==> src/rtl/ustx_pkg.sv <==
package ustx_pkg;

    localparam int ADDR_W    = 4;
    localparam int DLY_W     = 5;
    localparam int BURST_W   = 4;
    localparam int FC_W      = 3;
    localparam int SEL_W     = 4;
    localparam int AMP_W     = 8;
    localparam int PH_W      = 4;
    localparam int MAX_LOG   = 5;
    localparam int LOG_W     = 3;
    localparam int DEF_LOG   = 1;
    localparam int CTRL_ADDR = 15;
    localparam int CNT_W     = $clog2((1 << DLY_W) + (1 << BURST_W) * (1 << PH_W));
    localparam logic [AMP_W-1:0] AMP_MID = 8'd128;

    typedef enum logic {WAVE_SQUARE = 1'b0, WAVE_SINE = 1'b1} wave_e;
    typedef enum logic {MODE_MULTI = 1'b0, MODE_SINGLE = 1'b1} mode_e;

    typedef struct packed {
        logic [SEL_W-1:0]   sel;
        mode_e              mode;
        wave_e              wave;
        logic [FC_W-1:0]    fcode;
        logic [BURST_W-1:0] burst;
    } ctrl_t;

    typedef struct packed {
        logic             en;
        logic [DLY_W-1:0] dly;
    } chcfg_t;

    localparam int WR_W = $bits(ctrl_t);

    function automatic logic [LOG_W-1:0] rate_log(input logic [FC_W-1:0] code);
        if (code <= FC_W'(MAX_LOG)) return LOG_W'(code);
        return LOG_W'(DEF_LOG);
    endfunction

    function automatic logic [AMP_W-1:0] sine_step(input logic [PH_W-1:0] ph);
        case (ph)
            4'd0:  return 8'd128;
            4'd1:  return 8'd177;
            4'd2:  return 8'd218;
            4'd3:  return 8'd245;
            4'd4:  return 8'd255;
            4'd5:  return 8'd245;
            4'd6:  return 8'd218;
            4'd7:  return 8'd177;
            4'd8:  return 8'd128;
            4'd9:  return 8'd79;
            4'd10: return 8'd38;
            4'd11: return 8'd11;
            4'd12: return 8'd1;
            4'd13: return 8'd11;
            4'd14: return 8'd38;
            default: return 8'd79;
        endcase
    endfunction

    function automatic logic [AMP_W-1:0] square_step(input logic [PH_W-1:0] ph);
        return ph[PH_W-1] ? 8'd1 : 8'd255;
    endfunction

endpackage

==> src/rtl/ustx_tick_gen.sv <==
module ustx_tick_gen
    import ustx_pkg::*;
#(
    parameter int PRE_W = MAX_LOG
) (
    input  logic             clk,
    input  logic             rst,
    input  logic             run,
    input  logic             clear,
    input  logic [LOG_W-1:0] div_log,
    output logic             tick
);
    logic [PRE_W-1:0] pre_q;
    logic [PRE_W-1:0] limit;

    assign limit = PRE_W'((32'd1 << div_log) - 32'd1);
    assign tick  = run && (pre_q == limit);

    always_ff @(posedge clk) begin
        if (rst || clear || !run) begin
            pre_q <= '0;
        end else if (tick) begin
            pre_q <= '0;
        end else begin
            pre_q <= pre_q + 1'b1;
        end
    end
endmodule

==> src/rtl/ustx_seq.sv <==
module ustx_seq
    import ustx_pkg::*;
#(
    parameter int NUM_CH = 9
) (
    input  logic                    clk,
    input  logic                    rst,
    input  logic                    fire_ok,
    input  logic [NUM_CH-1:0]       fire_mask,
    input  logic [NUM_CH*DLY_W-1:0] dly_flat,
    input  logic [BURST_W-1:0]      burst,
    input  logic                    tick,
    output logic                    busy,
    output logic [CNT_W-1:0]        tcnt
);
    logic [DLY_W-1:0] max_dly;
    logic [CNT_W-1:0] end_d;
    logic [CNT_W-1:0] end_q;

    always_comb begin
        max_dly = '0;
        for (int i = 0; i < NUM_CH; i++) begin
            if (fire_mask[i] && (dly_flat[i*DLY_W +: DLY_W] > max_dly)) begin
                max_dly = dly_flat[i*DLY_W +: DLY_W];
            end
        end
        end_d = CNT_W'(max_dly) + (CNT_W'(burst) << PH_W);
    end

    always_ff @(posedge clk) begin
        if (rst) begin
            busy  <= 1'b0;
            tcnt  <= '0;
            end_q <= '0;
        end else if (fire_ok) begin
            busy  <= 1'b1;
            tcnt  <= '0;
            end_q <= end_d;
        end else if (busy && tick) begin
            tcnt <= tcnt + 1'b1;
            if (tcnt + 1'b1 == end_q) busy <= 1'b0;
        end
    end
endmodule

==> src/rtl/ustx_chan.sv <==
module ustx_chan
    import ustx_pkg::*;
(
    input  logic               busy,
    input  logic               en,
    input  logic [DLY_W-1:0]   dly,
    input  logic [BURST_W-1:0] burst,
    input  wave_e              wave,
    input  logic [CNT_W-1:0]   tcnt,
    output logic               active,
    output logic               drive,
    output logic [AMP_W-1:0]   amp
);
    logic [CNT_W-1:0] rel;
    logic [CNT_W-1:0] span;
    logic [PH_W-1:0]  ph;

    assign rel    = tcnt - CNT_W'(dly);
    assign span   = CNT_W'(burst) << PH_W;
    assign ph     = rel[PH_W-1:0];
    assign active = busy && en && (tcnt >= CNT_W'(dly)) && (rel < span);

    always_comb begin
        drive = 1'b0;
        amp   = AMP_MID;
        if (active) begin
            drive = !ph[PH_W-1];
            amp   = (wave == WAVE_SINE) ? sine_step(ph) : square_step(ph);
        end
    end
endmodule

==> src/rtl/ustx_pulse_gen.sv <==
module ustx_pulse_gen
    import ustx_pkg::*;
#(
    parameter int NUM_CH = 9
) (
    input  logic                    clk,
    input  logic                    rst,
    input  logic                    wr_en,
    input  logic [ADDR_W-1:0]       wr_addr,
    input  logic [WR_W-1:0]         wr_data,
    input  logic                    fire_i,
    output logic                    busy_o,
    output logic [NUM_CH-1:0]       tx_drive_o,
    output logic [NUM_CH*AMP_W-1:0] tx_amp_o
);
    chcfg_t ch_q [NUM_CH];
    ctrl_t  ctrl_q;

    logic [NUM_CH-1:0]       fire_mask;
    logic                    fire_ok;
    logic [NUM_CH*DLY_W-1:0] live_dly;

    logic [NUM_CH-1:0]       cap_mask;
    logic [NUM_CH*DLY_W-1:0] cap_dly;
    logic [BURST_W-1:0]      cap_burst;
    wave_e                   cap_wave;
    logic [LOG_W-1:0]        cap_log;
    logic                    cap_single;

    logic                    tick;
    logic [CNT_W-1:0]        tcnt;
    logic [NUM_CH-1:0]       chan_active;
    logic [BURST_W-1:0]      cfg_burst;

    assign cfg_burst = ctrl_q.burst;

    // host register file
    always_ff @(posedge clk) begin
        if (rst) begin
            for (int i = 0; i < NUM_CH; i++) ch_q[i] <= '0;
            ctrl_q <= '{sel: '0, mode: MODE_MULTI, wave: WAVE_SQUARE,
                        fcode: FC_W'(DEF_LOG), burst: BURST_W'(1)};
        end else if (wr_en) begin
            if (wr_addr == ADDR_W'(CTRL_ADDR)) begin
                ctrl_q <= ctrl_t'(wr_data);
            end else if (wr_addr < ADDR_W'(NUM_CH)) begin
                ch_q[wr_addr] <= chcfg_t'(wr_data[$bits(chcfg_t)-1:0]);
            end
        end
    end

    // participating channels, from the live settings
    always_comb begin
        fire_mask = '0;
        for (int i = 0; i < NUM_CH; i++) begin
            if (ctrl_q.mode == MODE_SINGLE) fire_mask[i] = (ctrl_q.sel == SEL_W'(i));
            else                            fire_mask[i] = ch_q[i].en;
        end
    end

    generate
        for (genvar g = 0; g < NUM_CH; g++) begin : g_live
            assign live_dly[g*DLY_W +: DLY_W] = ch_q[g].dly;
        end
    endgenerate

    assign fire_ok = fire_i && !busy_o && (ctrl_q.burst != '0) && (fire_mask != '0);

    // working copy taken at the strobe
    always_ff @(posedge clk) begin
        if (rst) begin
            cap_mask   <= '0;
            cap_dly    <= '0;
            cap_burst  <= '0;
            cap_wave   <= WAVE_SQUARE;
            cap_log    <= LOG_W'(DEF_LOG);
            cap_single <= 1'b0;
        end else if (fire_ok) begin
            cap_mask   <= fire_mask;
            cap_dly    <= live_dly;
            cap_burst  <= ctrl_q.burst;
            cap_wave   <= ctrl_q.wave;
            cap_log    <= rate_log(ctrl_q.fcode);
            cap_single <= (ctrl_q.mode == MODE_SINGLE);
        end
    end

    ustx_tick_gen u_tick (
        .clk     (clk),
        .rst     (rst),
        .run     (busy_o),
        .clear   (fire_ok),
        .div_log (cap_log),
        .tick    (tick)
    );

    ustx_seq #(.NUM_CH(NUM_CH)) u_seq (
        .clk       (clk),
        .rst       (rst),
        .fire_ok   (fire_ok),
        .fire_mask (fire_mask),
        .dly_flat  (live_dly),
        .burst     (ctrl_q.burst),
        .tick      (tick),
        .busy      (busy_o),
        .tcnt      (tcnt)
    );

    generate
        for (genvar g = 0; g < NUM_CH; g++) begin : g_chan
            ustx_chan u_chan (
                .busy   (busy_o),
                .en     (cap_mask[g]),
                .dly    (cap_dly[g*DLY_W +: DLY_W]),
                .burst  (cap_burst),
                .wave   (cap_wave),
                .tcnt   (tcnt),
                .active (chan_active[g]),
                .drive  (tx_drive_o[g]),
                .amp    (tx_amp_o[g*AMP_W +: AMP_W])
            );
        end
    endgenerate
endmodule

==> config.mk <==
export PLATFORM = sky130hd
export DESIGN_NAME = ustx_pulse_gen
export DESIGN_NICKNAME = d
export VERILOG_FILES = /design/src/rtl/ustx_pkg.sv /design/src/rtl/ustx_tick_gen.sv /design/src/rtl/ustx_seq.sv /design/src/rtl/ustx_chan.sv /design/src/rtl/ustx_pulse_gen.sv
export SDC_FILE = /design/constraint.sdc
export NUM_CORES = 1
export LEC_CHECK = 0
export ABC_CLOCK_PERIOD_IN_PS = 25100
export BUFFER_PORTS_ARGS = -buffer_cell sky130_fd_sc_hd__buf_2
export CORE_MARGIN = 5
export CORE_UTILIZATION = 40
export CTS_CLUSTER_SIZE = 12
export DETAILED_ROUTE_END_ITERATION = 12
export GPL_ROUTABILITY_DRIVEN = 0
export PLACE_DENSITY = 0.58
export SLEW_MARGIN = 10
export SYNTH_ARGS = -nofsm -noshare
export SYNTH_HDL_FRONTEND = slang
export SYNTH_HIERARCHICAL = 1
export SYNTH_SLANG_ARGS = --single-unit
export TNS_END_PERCENT = 10
==> constraint.sdc <==
create_clock -name clk -period 25.1 [get_ports clk]
set_input_delay 2.51 -clock clk [delete_from_list [all_inputs] [get_ports clk]]
set_output_delay 2.51 -clock clk [all_outputs]
set_load 0.02 [all_outputs]
==> flow_metrics.py <==
metrics = {
    "run_status": {
        "status": "complete, no violations",
    },
    "timing": {
        "fin_worst_skew_ns": 0.0133,
        "slew_headroom": 0.250,
        "drv_slew": 0,
        "setup_viol": 0,
        "hold_viol_final": 0,
        "period_minus_slack_ns": 14.43,
        "rsz0062_at_grt": "false",
        "fin_ws_ns": 10.67,
        "worstMarginPinSlew_ns": 1.12,
        "final.setup.tns_ns": 0,
        "timing.fmax_mhz": 69.3,
        "period_share": 0.575,
    },
    "logic_synthesis": {
        "yosysWarningCount": 6,
        "synth_fp_nets": 2081,
        "avgSynthCellArea_um2": 8.15,
        "synthCells": 1888,
        "synth_area_mm2": 0.0154,
    },
    "critical_path": {
        "crit_top_cell": "ha_1",
        "crit_path_end_kind": "flop",
        "cp_max_fo": 12,
        "worstSetupStartpointType": "flop",
        "slowest_delay_ns": 0.51,
        "worstSetupPathType": "flop to flop",
        "cp.arrival_ns": 14.76,
        "slowest_stage": "o221ai_1",
        "cp.required_ns": 25.43,
    },
    "clocking": {
        "ctsResizeCount": 0,
        "clock_latency_ns": 0.43,
        "clkSlewWorstSetupHoldPaths_ns": 0.07,
        "cts_hold_buf": 0,
        "cts_tree": "yes",
        "clock_sink_count": 153,
        "htree_levels": 4,
        "cts_root_buffer": "clkbuf_16",
        "post_cts_buffers": 0,
        "cts_buffer_depth": 2,
        "cts_inserted_buffers": 17,
    },
    "place": {
        "dpl.hpwl_um": 31900,
        "dp_slack_ns": 11.00,
        "placed_area_mm2": 0.0163,
        "port_buffers": 102,
    },
    "global_route": {
        "grt_start_max_net_pins": 78,
        "gr-max-usage-layer": "met2",
        "grt.met1_usage": 0.294,
        "use_met2": 0.309,
        "grt_pass1_wl_um": 68800,
        "overflow": 0,
        "antenna_found_initial": 0,
        "grt_use_met3": 0.0268,
        "grt_usage": 0.198,
        "grt_pass1_vias": 12743,
    },
    "finish": {
        "multiInputGateArea_mm2": 0.0109,
        "fillerInstances": 3813,
        "register_area_mm2": 0.00360,
        "design_area_mm2": 0.0168,
        "fin_nets": 2145,
        "syn_to_final_growth_pct": 9.45,
        "layout-drive-gt1-share": 0.138,
    },
    "pwr": {
        "powerDensity_mw_per_mm2": 51.7,
        "leakage_nw": 6.74,
        "ir_drop_mv": 0.0443,
    },
    "route": {
        "drc": 0,
        "first_pass_iters": 6,
        "ant_nets": 0,
        "wl_per_cell_um": 17.3,
        "avgViaCountPerCell": 5.63,
        "finalWirelength_um": 42900,
        "vias": 13940,
        "drtIter0Drc": 1187,
    },
    "floorplanning": {
        "die_w_um": 206,
        "die_h_um": 206,
        "dieArea_mm2": 0.0425,
        "io-pin-count": 103,
        "start_util": 0.407,
        "coreArea_mm2": 0.0378,
        "rows": 71,
    },
    "hold_path": {
        "min_path_type": "flop to flop",
    },
    "run": {
        "maxCapViolCount": 0,
    },
}
[cell type report]
type,count,area share
Clock inverter,13,0.00542
Multi-Input combinational cell,1509,0.645
Sequential cell,153,0.214
Clock buffer,19,0.0263
Timing Repair Buffer,116,0.0367
Antenna cell,1,0.000149
Tap cell,511,0.0380
Inverter,155,0.0350
[worst paths after layout]
| path | endpoint | startpoint | slack, ns | cells past startpoint |
|---|---|---|---|---|
| worst min register to register | cap_dly[24]$_SDFFE_PP0P_ | cap_dly[24]$_SDFFE_PP0P_ | 0.48 | 2 |
| worst max-delay path | u_seq/end_q[6]$_SDFFE_PP0P_ | ctrl_q[10]$_SDFFE_PP0P_ | 10.67 | 65 |
| worst max register to register | u_seq/end_q[6]$_SDFFE_PP0P_ | ctrl_q[10]$_SDFFE_PP0P_ | 10.67 | 65 |
| worst min-delay path | cap_dly[24]$_SDFFE_PP0P_ | cap_dly[24]$_SDFFE_PP0P_ | 0.48 | 2 |
[routing by layer]
layer	wire length, um	vias up
li1	-	7003
met1	21500	6534
met2	18800	358
met3	2040	45
met4	464	0
met5	0	-
[power by group]
group | leakage (nW) | internal [mW] | switching (mW)
sequential | 1.32 | 0.272 | 0.0176
clock | 0.255 | 0.130 | 0.108
combinational | 5.16 | 0.141 | 0.203
total | 6.74 | 0.543 | 0.328
[critical path: cells and delay by family (launching register included)]
family / cells / cell delay, ns
AO/OA/AOI/OAI: 27 / 6.05
adder cells (fa/ha/maj): 10 / 2.89
XOR/XNOR: 1 / 0.13
multiplexers: 4 / 1.22
AND/OR/NAND/NOR: 17 / 3.15
buffers and inverters: 6 / 0.45
flip-flops: 1 / 0.40
[cell usage in the layout (no fill, tap or decap), types with 17 or more instances in the layout]
master,instances
o21ai_0,107
nand2_1,190
edfxtp_1,54
dfxtp_1,98
ha_1,163
and2_1,62
or3_1,21
mux2i_1,23
nand3_1,96
nor2_1,85
or2_2,17
nand2b_1,21
inv_1,152
a21oi_1,165
nand3b_1,17
nand4_1,21
clkbuf_16,17
xnor2_1,40
buf_2,101
mux2_2,17
xor2_1,47
nor3_1,40
nor2b_1,19
a211oi_1,30
[state kept, by name, summed over array words and instances (netlist names), 5 cells and up]
register and flops:
u_seq/end_q 9, u_tick/pre_q 5, ch_q 54, cap_dly 45, cap_mask 9, ctrl_q 9
u_seq/tcnt 9
[through the flow]
step,std cells,util,hold slack (ns),total power [mW]
after global routing,2476,0.445,0.494,0.930
after global placement,2444,0.431,0.465,0.624
after CTS,2476,0.445,0.478,0.870
final,2477,0.445,0.478,0.871
after detailed placement,2444,0.431,0.469,0.632
after floorplan,1888,-,0.437,0.560
(Power assumes the default switching activity.)
